$ cat config.mk
export PLATFORM = sky130hd
export DESIGN_NAME = vw_remap_decoder
export DESIGN_NICKNAME = d
export VERILOG_FILES = /design/src/rtl/vw_pkg.sv /design/src/rtl/vw_mode_reg.sv /design/src/rtl/vw_region_decode.sv /design/src/rtl/vw_target_mux.sv /design/src/rtl/vw_remap_decoder.sv
export SDC_FILE = /design/constraint.sdc
export NUM_CORES = 1
export LEC_CHECK = 0
export BUFFER_PORTS_ARGS = -buffer_cell sky130_fd_sc_hd__buf_4
export CORE_ASPECT_RATIO = 0.5
export CORE_MARGIN = 2
export CORE_UTILIZATION = 38
export DETAILED_ROUTE_END_ITERATION = 16
export GPL_TIMING_DRIVEN = 1
export PLACE_DENSITY = 0.77
export SYNTH_ARGS = -nofsm -noshare
export SYNTH_HDL_FRONTEND = slang
export SYNTH_SLANG_ARGS = --single-unit
export TNS_END_PERCENT = 1
$ cat constraint.sdc
create_clock -name clk -period 2.9 [get_ports clk]
set_clock_uncertainty 0.1 [all_clocks]
set_input_delay 0.58 -clock clk [delete_from_list [all_inputs] [get_ports clk]]
set_output_delay 0.58 -clock clk [all_outputs]
set_load 0.1 [all_outputs]
$ cat src/rtl/vw_pkg.sv
package vw_pkg;
    typedef enum logic [2:0] {
        TGT_NONE   = 3'd0,
        TGT_FLASH  = 3'd1,
        TGT_SRAM   = 3'd2,
        TGT_BOOT   = 3'd3,
        TGT_PERIPH = 3'd4
    } tgt_e;

    typedef enum logic [1:0] {
        VM_BOOT   = 2'b00,
        VM_UFLASH = 2'b01,
        VM_USRAM  = 2'b10
    } vmode_e;

    typedef struct packed {
        logic in_vec;
        logic in_flash;
        logic in_sram;
        logic in_boot;
        logic in_periph;
    } hit_t;
endpackage

$ cat src/rtl/vw_mode_reg.sv
module vw_mode_reg
    import vw_pkg::*;
(
    input  logic       clk,
    input  logic       rst_n,
    input  logic       we,
    input  logic [1:0] wdata,
    output vmode_e     mode
);
    vmode_e cur_q, nxt_c;

    always_ff @(posedge clk or negedge rst_n) begin
        if (!rst_n) cur_q <= VM_BOOT;
        else        cur_q <= nxt_c;
    end

    // Any state may move to any other; the reserved code falls back to boot.
    always_comb begin
        nxt_c = cur_q;
        if (we) begin
            unique case (wdata)
                2'b01:   nxt_c = VM_UFLASH;
                2'b10:   nxt_c = VM_USRAM;
                default: nxt_c = VM_BOOT;
            endcase
        end
    end

    assign mode = cur_q;
endmodule

$ cat src/rtl/vw_region_decode.sv
module vw_region_decode
    import vw_pkg::*;
#(
    parameter logic [31:0] FLASH_BYTES = 32'h0002_0000,
    parameter logic [31:0] SRAM_BASE   = 32'h4000_0000,
    parameter logic [31:0] SRAM_BYTES  = 32'h0000_4000,
    parameter logic [31:0] BOOT_BASE   = 32'h7FFF_E000,
    parameter logic [31:0] BOOT_BYTES  = 32'h0000_2000,
    parameter logic [31:0] PERIPH_BASE = 32'hE000_0000,
    parameter logic [31:0] VEC_BYTES   = 32'h0000_0040
) (
    input  logic [31:0] addr,
    output hit_t        hit
);
    localparam logic [31:0] SRAM_LAST = SRAM_BASE + SRAM_BYTES - 32'd1;
    localparam logic [31:0] BOOT_LAST = BOOT_BASE + BOOT_BYTES - 32'd1;

    always_comb begin
        hit.in_vec    = (addr < VEC_BYTES);
        hit.in_flash  = (addr < FLASH_BYTES);
        hit.in_sram   = (addr >= SRAM_BASE) && (addr <= SRAM_LAST);
        hit.in_boot   = (addr >= BOOT_BASE) && (addr <= BOOT_LAST);
        hit.in_periph = (addr >= PERIPH_BASE);
    end
endmodule

$ cat src/rtl/vw_target_mux.sv
module vw_target_mux
    import vw_pkg::*;
#(
    parameter logic [31:0] SRAM_BASE   = 32'h4000_0000,
    parameter logic [31:0] BOOT_BASE   = 32'h7FFF_E000,
    parameter logic [31:0] PERIPH_BASE = 32'hE000_0000
) (
    input  logic [31:0] addr,
    input  hit_t        hit,
    input  vmode_e      mode,
    output tgt_e        sel,
    output logic [31:0] off,
    output logic        err
);
    always_comb begin
        sel = TGT_NONE;
        off = '0;
        err = 1'b0;
        if (hit.in_vec) begin
            // Window offset equals the address in every source.
            off = addr;
            unique case (mode)
                VM_UFLASH: sel = TGT_FLASH;
                VM_USRAM:  sel = TGT_SRAM;
                default:   sel = TGT_BOOT;
            endcase
        end else if (hit.in_flash) begin
            sel = TGT_FLASH;
            off = addr;
        end else if (hit.in_sram) begin
            sel = TGT_SRAM;
            off = addr - SRAM_BASE;
        end else if (hit.in_boot) begin
            sel = TGT_BOOT;
            off = addr - BOOT_BASE;
        end else if (hit.in_periph) begin
            sel = TGT_PERIPH;
            off = addr - PERIPH_BASE;
        end else begin
            err = 1'b1;
        end
    end
endmodule

$ cat src/rtl/vw_remap_decoder.sv
module vw_remap_decoder
    import vw_pkg::*;
#(
    parameter logic [31:0] FLASH_BYTES = 32'h0002_0000,
    parameter logic [31:0] SRAM_BASE   = 32'h4000_0000,
    parameter logic [31:0] SRAM_BYTES  = 32'h0000_4000,
    parameter logic [31:0] BOOT_BASE   = 32'h7FFF_E000,
    parameter logic [31:0] BOOT_BYTES  = 32'h0000_2000,
    parameter logic [31:0] PERIPH_BASE = 32'hE000_0000,
    parameter logic [31:0] VEC_BYTES   = 32'h0000_0040
) (
    input  logic        clk,
    input  logic        rst_n,
    input  logic        vmode_we,
    input  logic [1:0]  vmode_wdata,
    input  logic [31:0] addr,
    output logic [2:0]  tgt_sel,
    output logic [31:0] tgt_off,
    output logic        addr_err
);
    vmode_e mode;
    hit_t   hit;
    tgt_e   sel;

    vw_mode_reg u_mode (
        .clk   (clk),
        .rst_n (rst_n),
        .we    (vmode_we),
        .wdata (vmode_wdata),
        .mode  (mode)
    );

    vw_region_decode #(
        .FLASH_BYTES (FLASH_BYTES),
        .SRAM_BASE   (SRAM_BASE),
        .SRAM_BYTES  (SRAM_BYTES),
        .BOOT_BASE   (BOOT_BASE),
        .BOOT_BYTES  (BOOT_BYTES),
        .PERIPH_BASE (PERIPH_BASE),
        .VEC_BYTES   (VEC_BYTES)
    ) u_region (
        .addr (addr),
        .hit  (hit)
    );

    vw_target_mux #(
        .SRAM_BASE   (SRAM_BASE),
        .BOOT_BASE   (BOOT_BASE),
        .PERIPH_BASE (PERIPH_BASE)
    ) u_mux (
        .addr (addr),
        .hit  (hit),
        .mode (mode),
        .sel  (sel),
        .off  (tgt_off),
        .err  (addr_err)
    );

    assign tgt_sel = sel;
endmodule

==> summary.txt, run 1 <==
Cell variety after synth = 43
Share of the synthesized area in the top cell type = 0.09379
Initial Util = 0.4050
Status = did not finish
Post-CTS Hold Buffers = 0
Sink Count = 2
I/O Buffers = 72
DP Cell Count = 313
Die Y = 41.48 µm
Syn_nets = 194
Dominant cell type by area after synthesis = ha_1
Clock buffer depth = 2
Failed at = clock tree synthesis
Stop err = [ERROR DPL-0038] Utilization greater than 100%, impossible to legalize
Placed instance area = 2160 µm²
Top cells by area, synth = ha_1 9.4%, a21boi_1 9.1%, and2_1 8.8%, nand4_1 5.9%, nand3_1 5.6%
Syn_area_per_cell = 7.163 µm²
Synthesized area = 1067 µm²
Root Buffer = clkbuf_8
IO Count = 73
Num CTS Buffers = 3
Post-synthesis sequential area ratio = 0.04689
RePlAce Congestion = 0.9124
Synth Instances = 149
Post-cts resize count = 116
H-tree levels = 1
Post-CTS setup repair buffer count = 0
Row cnt = 13
Ys Warns = 0
Dpl hpwl = 4215 µm
Number of synthesized register bits = 2
Chip width = 78.95 µm
[logic make-up after synthesis]
family,after synthesis,synth area share
buffers and inverters,13,0.05978
flip-flops,2,0.04690
AO/OA/AOI/OAI,39,0.2954
multiplexers,4,0.03752
AND/OR/NAND/NOR,82,0.4584
XOR/XNOR,1,0.008208
adder cells (fa/ha/maj),8,0.09379
[stage by stage]
stage	worst slack (ns)	hold slack [ns]	setup TNS [ns]
detailed placement	-0.5228	0.2638	-16.25
global placement	-0.4239	0.2617	-13.25
floorplan	-0.9413	0.1844	-21.56
[Yosys cell counts]
cell / number
and2_1: 15
a21boi_1: 13
nand3_1: 12
nand4_1: 10
nor2_1: 10
inv_1: 9
ha_1: 8
nand2_1: 8
nor4_1: 7
and3_1: 4
mux2i_1: 4
nor3_1: 4
o21ai_0: 4
o21ai_1: 4
nand2b_1: 3
o22ai_1: 3
a21o_1: 2
buf_6: 2
dfrtp_1: 2
nand3b_1: 2
a2111oi_0: 1
a211o_1: 1
a21boi_2: 1
a21oi_1: 1
a22o_1: 1
a31oi_1: 1
a31oi_4: 1
a41o_1: 1
clkbuf_1: 1
inv_2: 1
nand3b_4: 1
nand4_2: 1
nand4b_1: 1
nor2b_1: 1
nor3_4: 1
nor4_2: 1
o211a_1: 1
o211ai_1: 1
o32a_1: 1
o41ai_1: 1
o41ai_4: 1
or3_1: 1
xnor2_1: 1
==> inputs of run 2 (changes only) <==
--- a/config.mk
+++ b/config.mk
@@ -6,12 +6,11 @@
 export NUM_CORES = 1
 export LEC_CHECK = 0
 export BUFFER_PORTS_ARGS = -buffer_cell sky130_fd_sc_hd__buf_4
-export CORE_ASPECT_RATIO = 0.5
-export CORE_MARGIN = 2
-export CORE_UTILIZATION = 38
+export CORE_AREA = 2 2 63 65
 export DETAILED_ROUTE_END_ITERATION = 16
+export DIE_AREA = 0 0 65 67
 export GPL_TIMING_DRIVEN = 1
-export PLACE_DENSITY = 0.77
+export PLACE_DENSITY_LB_ADDON = 0.15
 export SYNTH_ARGS = -nofsm -noshare
 export SYNTH_HDL_FRONTEND = slang
 export SYNTH_SLANG_ARGS = --single-unit
==> constraint.sdc (replaced) <==
create_clock -name clk -period 3.77 [get_ports clk]
set_clock_uncertainty 0.1 [all_clocks]
set_input_delay 0.754 -clock clk [delete_from_list [all_inputs] [get_ports clk]]
set_output_delay 0.754 -clock clk [all_outputs]
set_load 0.1 [all_outputs]
==> run 2 against run 1 <==
Net effect:
- the flow now finishes without violations
- area after synthesis is the same
- synthesized cell count unchanged
==> summary.txt, run 2 <==
Post-CTS setup repair buffer count = 0 (unchanged)
Met2 usage = 0.3454
Most numerous cell in the Yosys netlist = and2_1
Synth Instances = 149 (unchanged)
Ys async rst share = 1.000 (unchanged)
Rel. slew slack = 0.6780
Fin util = 0.6027
Tightest Hold Check Type = primary input to async pin
Area of the core = 3606 µm²
Post-route DRC violation count = 0
Routed Wire Length = 4229 µm
Final cycle utilization of the critical path = 0.9788
Area growth from synthesis to final layout = 103.6%
CP max FO = 14
Post-CTS Hold Buffers = 0 (unchanged)
Largest net degree at the start of global routing = 15
First-pass GRT wire length = 6555 µm
GRT met3 Usage = 0.02534
Vias/cell = 5.135
Most common cell after layout, fill and taps aside = buf_4
Ys Warns = 0 (unchanged)
Root Buffer = clkbuf_8
Sink Count = 2 (unchanged)
LEAKAGE = 0.9911 nW
RSZ-0062 raised after global routing = true
Max reg flops = 2
DP Cell Count = 294 (-6.1%)
Post-synthesis sequential area ratio = 0.04689 (unchanged)
Die Y = 67 µm (+62%)
Slew at the pin with the worst max-slew slack = 0.4708 ns
Number of synthesized flops with an enable pin = 0 (unchanged)
Critical path type = primary input to output pin
Reg clk slew, reported paths = 0.03 ns
Status = finished, final reports clean
Setup TNS = 0 ns
Worst-Skew Late Latency = 0.21 ns
Num CTS Buffers = 3 (unchanged)
Critical path data required time = 2.92 ns
Die area = 4355 µm²
# diodes = 0
Layer with the highest usage = met2
Iteration-0 DRC Markers = 60
Global route overflow = 0
H-tree levels = 1 (unchanged)
Primary FF master, synth = dfrtp_1
Number of synthesized register bits = 2 (unchanged)
Total track usage = 0.1881
Final Non-Filler Cells = 297
Cell variety after synth = 43 (unchanged)
Initial antenna violation count = 0
CP Capture Type = output pin
Crit start category = primary input
Most frequent cells in the layout = 78 x buf_4, 15 x and2_1, 14 x buf_6
Initial Util = 0.2960 (-0.1091)
Crit path DAT = 2.84 ns
IO Count = 73 (unchanged)
Final net count = 296
Dpl hpwl = 3360 µm (-20%)
Slew Limit Fails = 0
Syn_area_per_cell = 7.163 µm² (unchanged)
Synthesized area = 1067 µm² (unchanged)
Top cells by area, synth = ha_1 9.4%, a21boi_1 9.1%, and2_1 8.8%, nand4_1 5.9%, nand3_1 5.6%
Syn_nets = 194 (unchanged)
Final hold vios = 0
Vias in the first global route = 1471
Share of layout cells above drive strength 1 = 0.5582
RePlAce Congestion = 0.8955 (-1.9%)
Crit path time final = 3.690 ns
Row cnt = 22 (+9)
CTS tree = built
Initial DRT Pass Iterations = 4
Fmax = 271.0 MHz
# setup viols final = 0
Clock buffer depth = 2 (unchanged)
Met1 Usage GRT = 0.2269
Top cells by count, synth = 15 x and2_1, 13 x a21boi_1, 12 x nand3_1, 10 x nand4_1, 10 x nor2_1
Total number of vias = 1525
Max-cap viol count = 0
Chip width = 65 µm (-18%)
WL/cell = 14.24 µm
Pwr Density = 261.5 nW/µm²
Share of the synthesized area in the top cell type = 0.09379 (unchanged)
I/O Buffers = 72 (unchanged)
Worst hold slack = 0.2170 ns
Antenna viol nets, final = 0
VDD IR-drop max = 233.6 µV
Dominant cell type by area after synthesis = ha_1
## run 2: cell counts after synthesis
Identical to the previous run, type by type.
## run 2: worst paths after layout
path                                            start  cells past startpoint  slack [ns]                         end
max in group asynchronous                       rst_n                      1        3.26  u_mode.mode[0]$_DFFE_PN0P_
min                                             rst_n                      1        0.22  u_mode.mode[1]$_DFFE_PN0P_
min reg2reg                u_mode.mode[0]$_DFFE_PN0P_                      2        0.47  u_mode.mode[0]$_DFFE_PN0P_
min in group clk           u_mode.mode[0]$_DFFE_PN0P_                      2        0.47  u_mode.mode[0]$_DFFE_PN0P_
max                                           addr[8]                     10        0.08                  tgt_off[7]
max reg2reg                u_mode.mode[1]$_DFFE_PN0P_                      2        3.03  u_mode.mode[1]$_DFFE_PN0P_
## run 2: logic make-up after synthesis
group | share of synthesized area
AND/OR/NAND/NOR | 0.4584
adder cells (fa/ha/maj) | 0.09379
XOR/XNOR | 0.008208
buffers and inverters | 0.05978
AO/OA/AOI/OAI | 0.2954
multiplexers | 0.03752
flip-flops | 0.04690
## run 2: layer usage
metal | wire length, µm | up-vias
li1 | - | 766
met1 | 1756 | 706
met2 | 2256 | 47
met3 | 193 | 6
met4 | 22 | 0
met5 | 0 | -
## run 2: area by class of cell
class                      instances  area, µm²
fill                             338       1433
multi-input combinational        134       1096
timing repair buffer             100      888.4
tap                               48      60.06
sequential                         2      50.05
clock buffer                       3      41.29
inverter                          10      37.54
## run 2: critical path: stages
cell	delay [ns]
buf_4	0.13
nor4_4	0.31
nand4_2	0.21
buf_4	0.19
o41ai_4	0.32
a31oi_4	0.20
buf_12	0.19
nand3b_4	0.13
and2_1	0.16
buf_6	0.23
## run 2: through the flow
stage                     worst slack (ns)  power [W]  cell area, µm²
after detailed placement          -0.07604  0.0004576            1961
final                              0.07975  0.0005683            2173
after global routing              -0.02953  0.0005905            2173
after CTS                         0.008855  0.0005587            2090
after floorplan                    -0.5435  0.0003280            1139
after global placement            -0.06519  0.0004570            1961
## run 2: what timing repair did
action / CTS / global route
resized for setup: 21 / 18
pin swaps: 1 / 3
cloned: 0 / 0
setup endpoints to repair: 31 / 36
## run 2: report_power, final
group / total [W] / switching, W / internal (W) / leakage, nW
Clock: 0.0000846 / 0.0000171 / 0.0000675 / 0.0216
Combinational: 0.000460 / 0.000317 / 0.000143 / 0.944
Sequential: 0.0000242 / 0.000000843 / 0.0000233 / 0.0260
Note: power is estimated with default switching activity, not from simulation.
==> inputs of run 3 (changes only) <==
--- a/config.mk
+++ b/config.mk
@@ -13,5 +13,6 @@
 export PLACE_DENSITY_LB_ADDON = 0.15
 export SYNTH_ARGS = -nofsm -noshare
 export SYNTH_HDL_FRONTEND = slang
+export SYNTH_HIERARCHICAL = 1
 export SYNTH_SLANG_ARGS = --single-unit
 export TNS_END_PERCENT = 1
==> run 3 against run 2 <==
Net effect:
- via count increased by 12%
- hold slack gained 0.0012 ns
- sequential share of layout area about the same
- combinational power down 51%
- utilization grew 1.2 points
==> summary.txt, run 3 <==
Fmax = 272.7 MHz (+0.62%)
Share of layout cells above drive strength 1 = 0.5355 (-0.02277)
Num CTS Buffers = 3 (unchanged)
Worst-Skew Late Latency = 0.21 ns (about the same)
Area of the core = 3606 µm² (unchanged)
Vias/cell = 5.185 (+0.98%)
Chip width = 65 µm (unchanged)
Most frequent cells in the layout = 112 x buf_4, 20 x nand2_1, 14 x and2_1
Final net count = 323 (+9.1%)
VDD IR-drop max = 171.4 µV (-27%)
Rel. slew slack = 0.7465 (+0.06851)
# setup viols final = 0 (unchanged)
Tightest Hold Check Type = primary input to async pin
Clock buffer depth = 2 (unchanged)
# diodes = 0 (unchanged)
WL/cell = 13.54 µm (-4.9%)
Area growth from synthesis to final layout = 115.7%
CP Capture Type = output pin
Initial antenna violation count = 0 (unchanged)
Final cycle utilization of the critical path = 0.9728 (-0.006000)
Critical-path cell list = buf_4, nand4_1, or3_1, nor3_2, and4_1, and2_1, and3_4, and4_2, mux2i_4, buf_12
Most common cell after layout, fill and taps aside = buf_4
Status = finished, final reports clean
First-pass GRT wire length = 7169 µm (+9.4%)
Crit start category = primary input
Total track usage = 0.2093 (+0.02113)
Syn_area_per_cell = 6.159 µm² (-14%)
Post-route DRC violation count = 0 (unchanged)
Ys Warns = 6 (+6)
Max-cap viol count = 0 (unchanged)
Setup TNS = 0 ns (unchanged)
Top cells by area, synth = o21ai_0 9.2%, and2_1 8.5%, nand2_1 7.3%, nand4_1 6.7%, dfrtp_1 4.9%
IO Count = 73 (unchanged)
Synthesized area = 1028 µm² (-3.6%)
Most numerous cell in the Yosys netlist = nand2_1
Routed Wire Length = 4468 µm (+5.7%)
CTS tree = built
Vias in the first global route = 1589 (+8.0%)
Final setup margin = 0.1024 ns (+0.02262 ns)
Largest net degree at the start of global routing = 17 (+2)
Slew at the pin with the worst max-slew slack = 0.3767 ns (-0.09406 ns)
Initial Util = 0.2852 (-0.01076)
Die Y = 67 µm (unchanged)
Pwr Density = 152.0 nW/µm² (-42%)
Critical path type = primary input to output pin
Synth Instances = 167 (+12%)
Row cnt = 22 (unchanged)
Ys async rst share = 1.000 (unchanged)
Final hold vios = 0 (unchanged)
LEAKAGE = 1.050 nW (+5.9%)
Pre-CTS worst setup slack = -0.1103 ns (-0.03431 ns)
Dpl hpwl = 3592 µm (+6.9%)
RePlAce Congestion = 0.8550 (-4.5%)
RSZ-0062 raised after global routing = true
Critical path data required time = 2.92 ns (about the same)
Reg clk slew, reported paths = 0.03 ns (about the same)
Tot Pwr = 0.0003372 W (-41%)
Die area = 4355 µm² (unchanged)
Crit path time final = 3.668 ns (-0.02262 ns)
Iteration-0 DRC Markers = 95 (+58%)
Top cells by count, synth = 20 x nand2_1, 19 x o21ai_0, 14 x and2_1, 11 x nand4_1, 10 x nor2_1
Crit path largest cell delay = 0.41 ns (+0.09 ns)
Primary FF master, synth = dfrtp_1
Slowest cell on crit path = or3_1
Post-synthesis sequential area ratio = 0.04866 (+0.001768)
Slew Limit Fails = 0 (unchanged)
I/O Buffers = 72 (unchanged)
Antenna viol nets, final = 0 (unchanged)
Dominant cell type by area after synthesis = o21ai_0
Multi-input gate area = 1100 µm² (+0.34%)
Total number of vias = 1711 (+12%)
Fill cell count = 338 (unchanged)
Max reg flops = 2 (unchanged)
Cell variety after synth = 38 (-12%)
Initial DRT Pass Iterations = 4 (unchanged)
Crit path DAT = 2.81 ns (-0.03 ns)
Share of the synthesized area in the top cell type = 0.09246 (-0.001329)
Root Buffer = clkbuf_8
CP max FO = 3 (-11)
Global route overflow = 0 (unchanged)
Syn_nets = 206 (+6.2%)
H-tree levels = 1 (unchanged)
Number of synthesized register bits = 2 (unchanged)
Number of synthesized flops with an enable pin = 0 (unchanged)
Seq. cell area = 50.05 µm² (unchanged)
Sink Count = 2 (unchanged)
==> run 3: routing by layer <==
layer	vias to the layer above	GRT usage	share of wire
met3	9	0.02703	0.053
met2	60	0.3673	0.49
met5	-	0	0
li1	877	-	-
met1	765	0.2555	0.43
met4	0	0.08777	0.019
==> run 3: cell families (layout without fill, tap and decap cells) <==
logic type,after synthesis,count (layout),synth area share
buf+inv,15,130,0.05596
mux,5,5,0.04866
fa+ha+maj,2,2,0.02433
compound gates,44,44,0.2676
simple gates,99,99,0.5547
flops,2,2,0.04866
==> run 3: report_power, final <==
| part | internal (W) | leakage, nW | switching, W | total, W |
|---|---|---|---|---|
| Clock | 0.0000676 | 0.0216 | 0.0000180 | 0.0000856 |
| Combinational | 0.0000795 | 1.00 | 0.000148 | 0.000227 |
| Sequential | 0.0000234 | 0.0260 | 0.00000115 | 0.0000245 |
==> run 3: worst paths after layout <==
| kind | start | to | slack (ns) | cells after the start |
|---|---|---|---|---|
| max | addr[27] | tgt_off[26] | 0.10 | 10 |
| min | rst_n | u_mode/mode[1]$_DFFE_PN0P_ | 0.22 | 1 |
| max reg2reg | u_mode/mode[1]$_DFFE_PN0P_ | u_mode/mode[1]$_DFFE_PN0P_ | 3.02 | 2 |
| min reg2reg | u_mode/mode[0]$_DFFE_PN0P_ | u_mode/mode[0]$_DFFE_PN0P_ | 0.44 | 2 |
| max in group asynchronous | rst_n | u_mode/mode[0]$_DFFE_PN0P_ | 3.26 | 1 |
| min in group clk | u_mode/mode[0]$_DFFE_PN0P_ | u_mode/mode[0]$_DFFE_PN0P_ | 0.44 | 2 |
==> run 3: cell type report <==
cell class	count	share of cell area
Tap cell	48	0.02707
Clock buffer	3	0.01861
Sequential cell	2	0.02256
Multi-Input combinational cell	150	0.4958
Inverter	8	0.01354
Timing Repair Buffer	119	0.4224
==> run 3: metrics by stage <==
step | hold WS, ns | instances | util | cell area, µm²
2_1_floorplan | 0.3584 | 167 | - | 1125
4_1_cts | 0.2139 | 329 | 0.5871 | 2117
3_5_place_dp | 0.4409 | 326 | 0.5666 | 2043
3_3_place_gp | 0.4150 | 326 | 0.5666 | 2043
6_report | 0.2181 | 330 | 0.6152 | 2218
5_1_grt | 0.2140 | 330 | 0.6152 | 2218
==> run 3: repair_timing <==
action                     CTS  global route
buffers inserted             0             1
setup endpoints to repair    7            11
hold buffers                 0             0
hold endpoints to repair     0             0
pin swaps                    1             5
gates resized for setup      7            18
==> run 3: worst max-delay path: cells and delay by family <==
| kind | cells | cell delay (ns) |
|---|---|---|
| simple gates | 7 | 1.49 |
| mux | 1 | 0.25 |
| buf+inv | 2 | 0.30 |
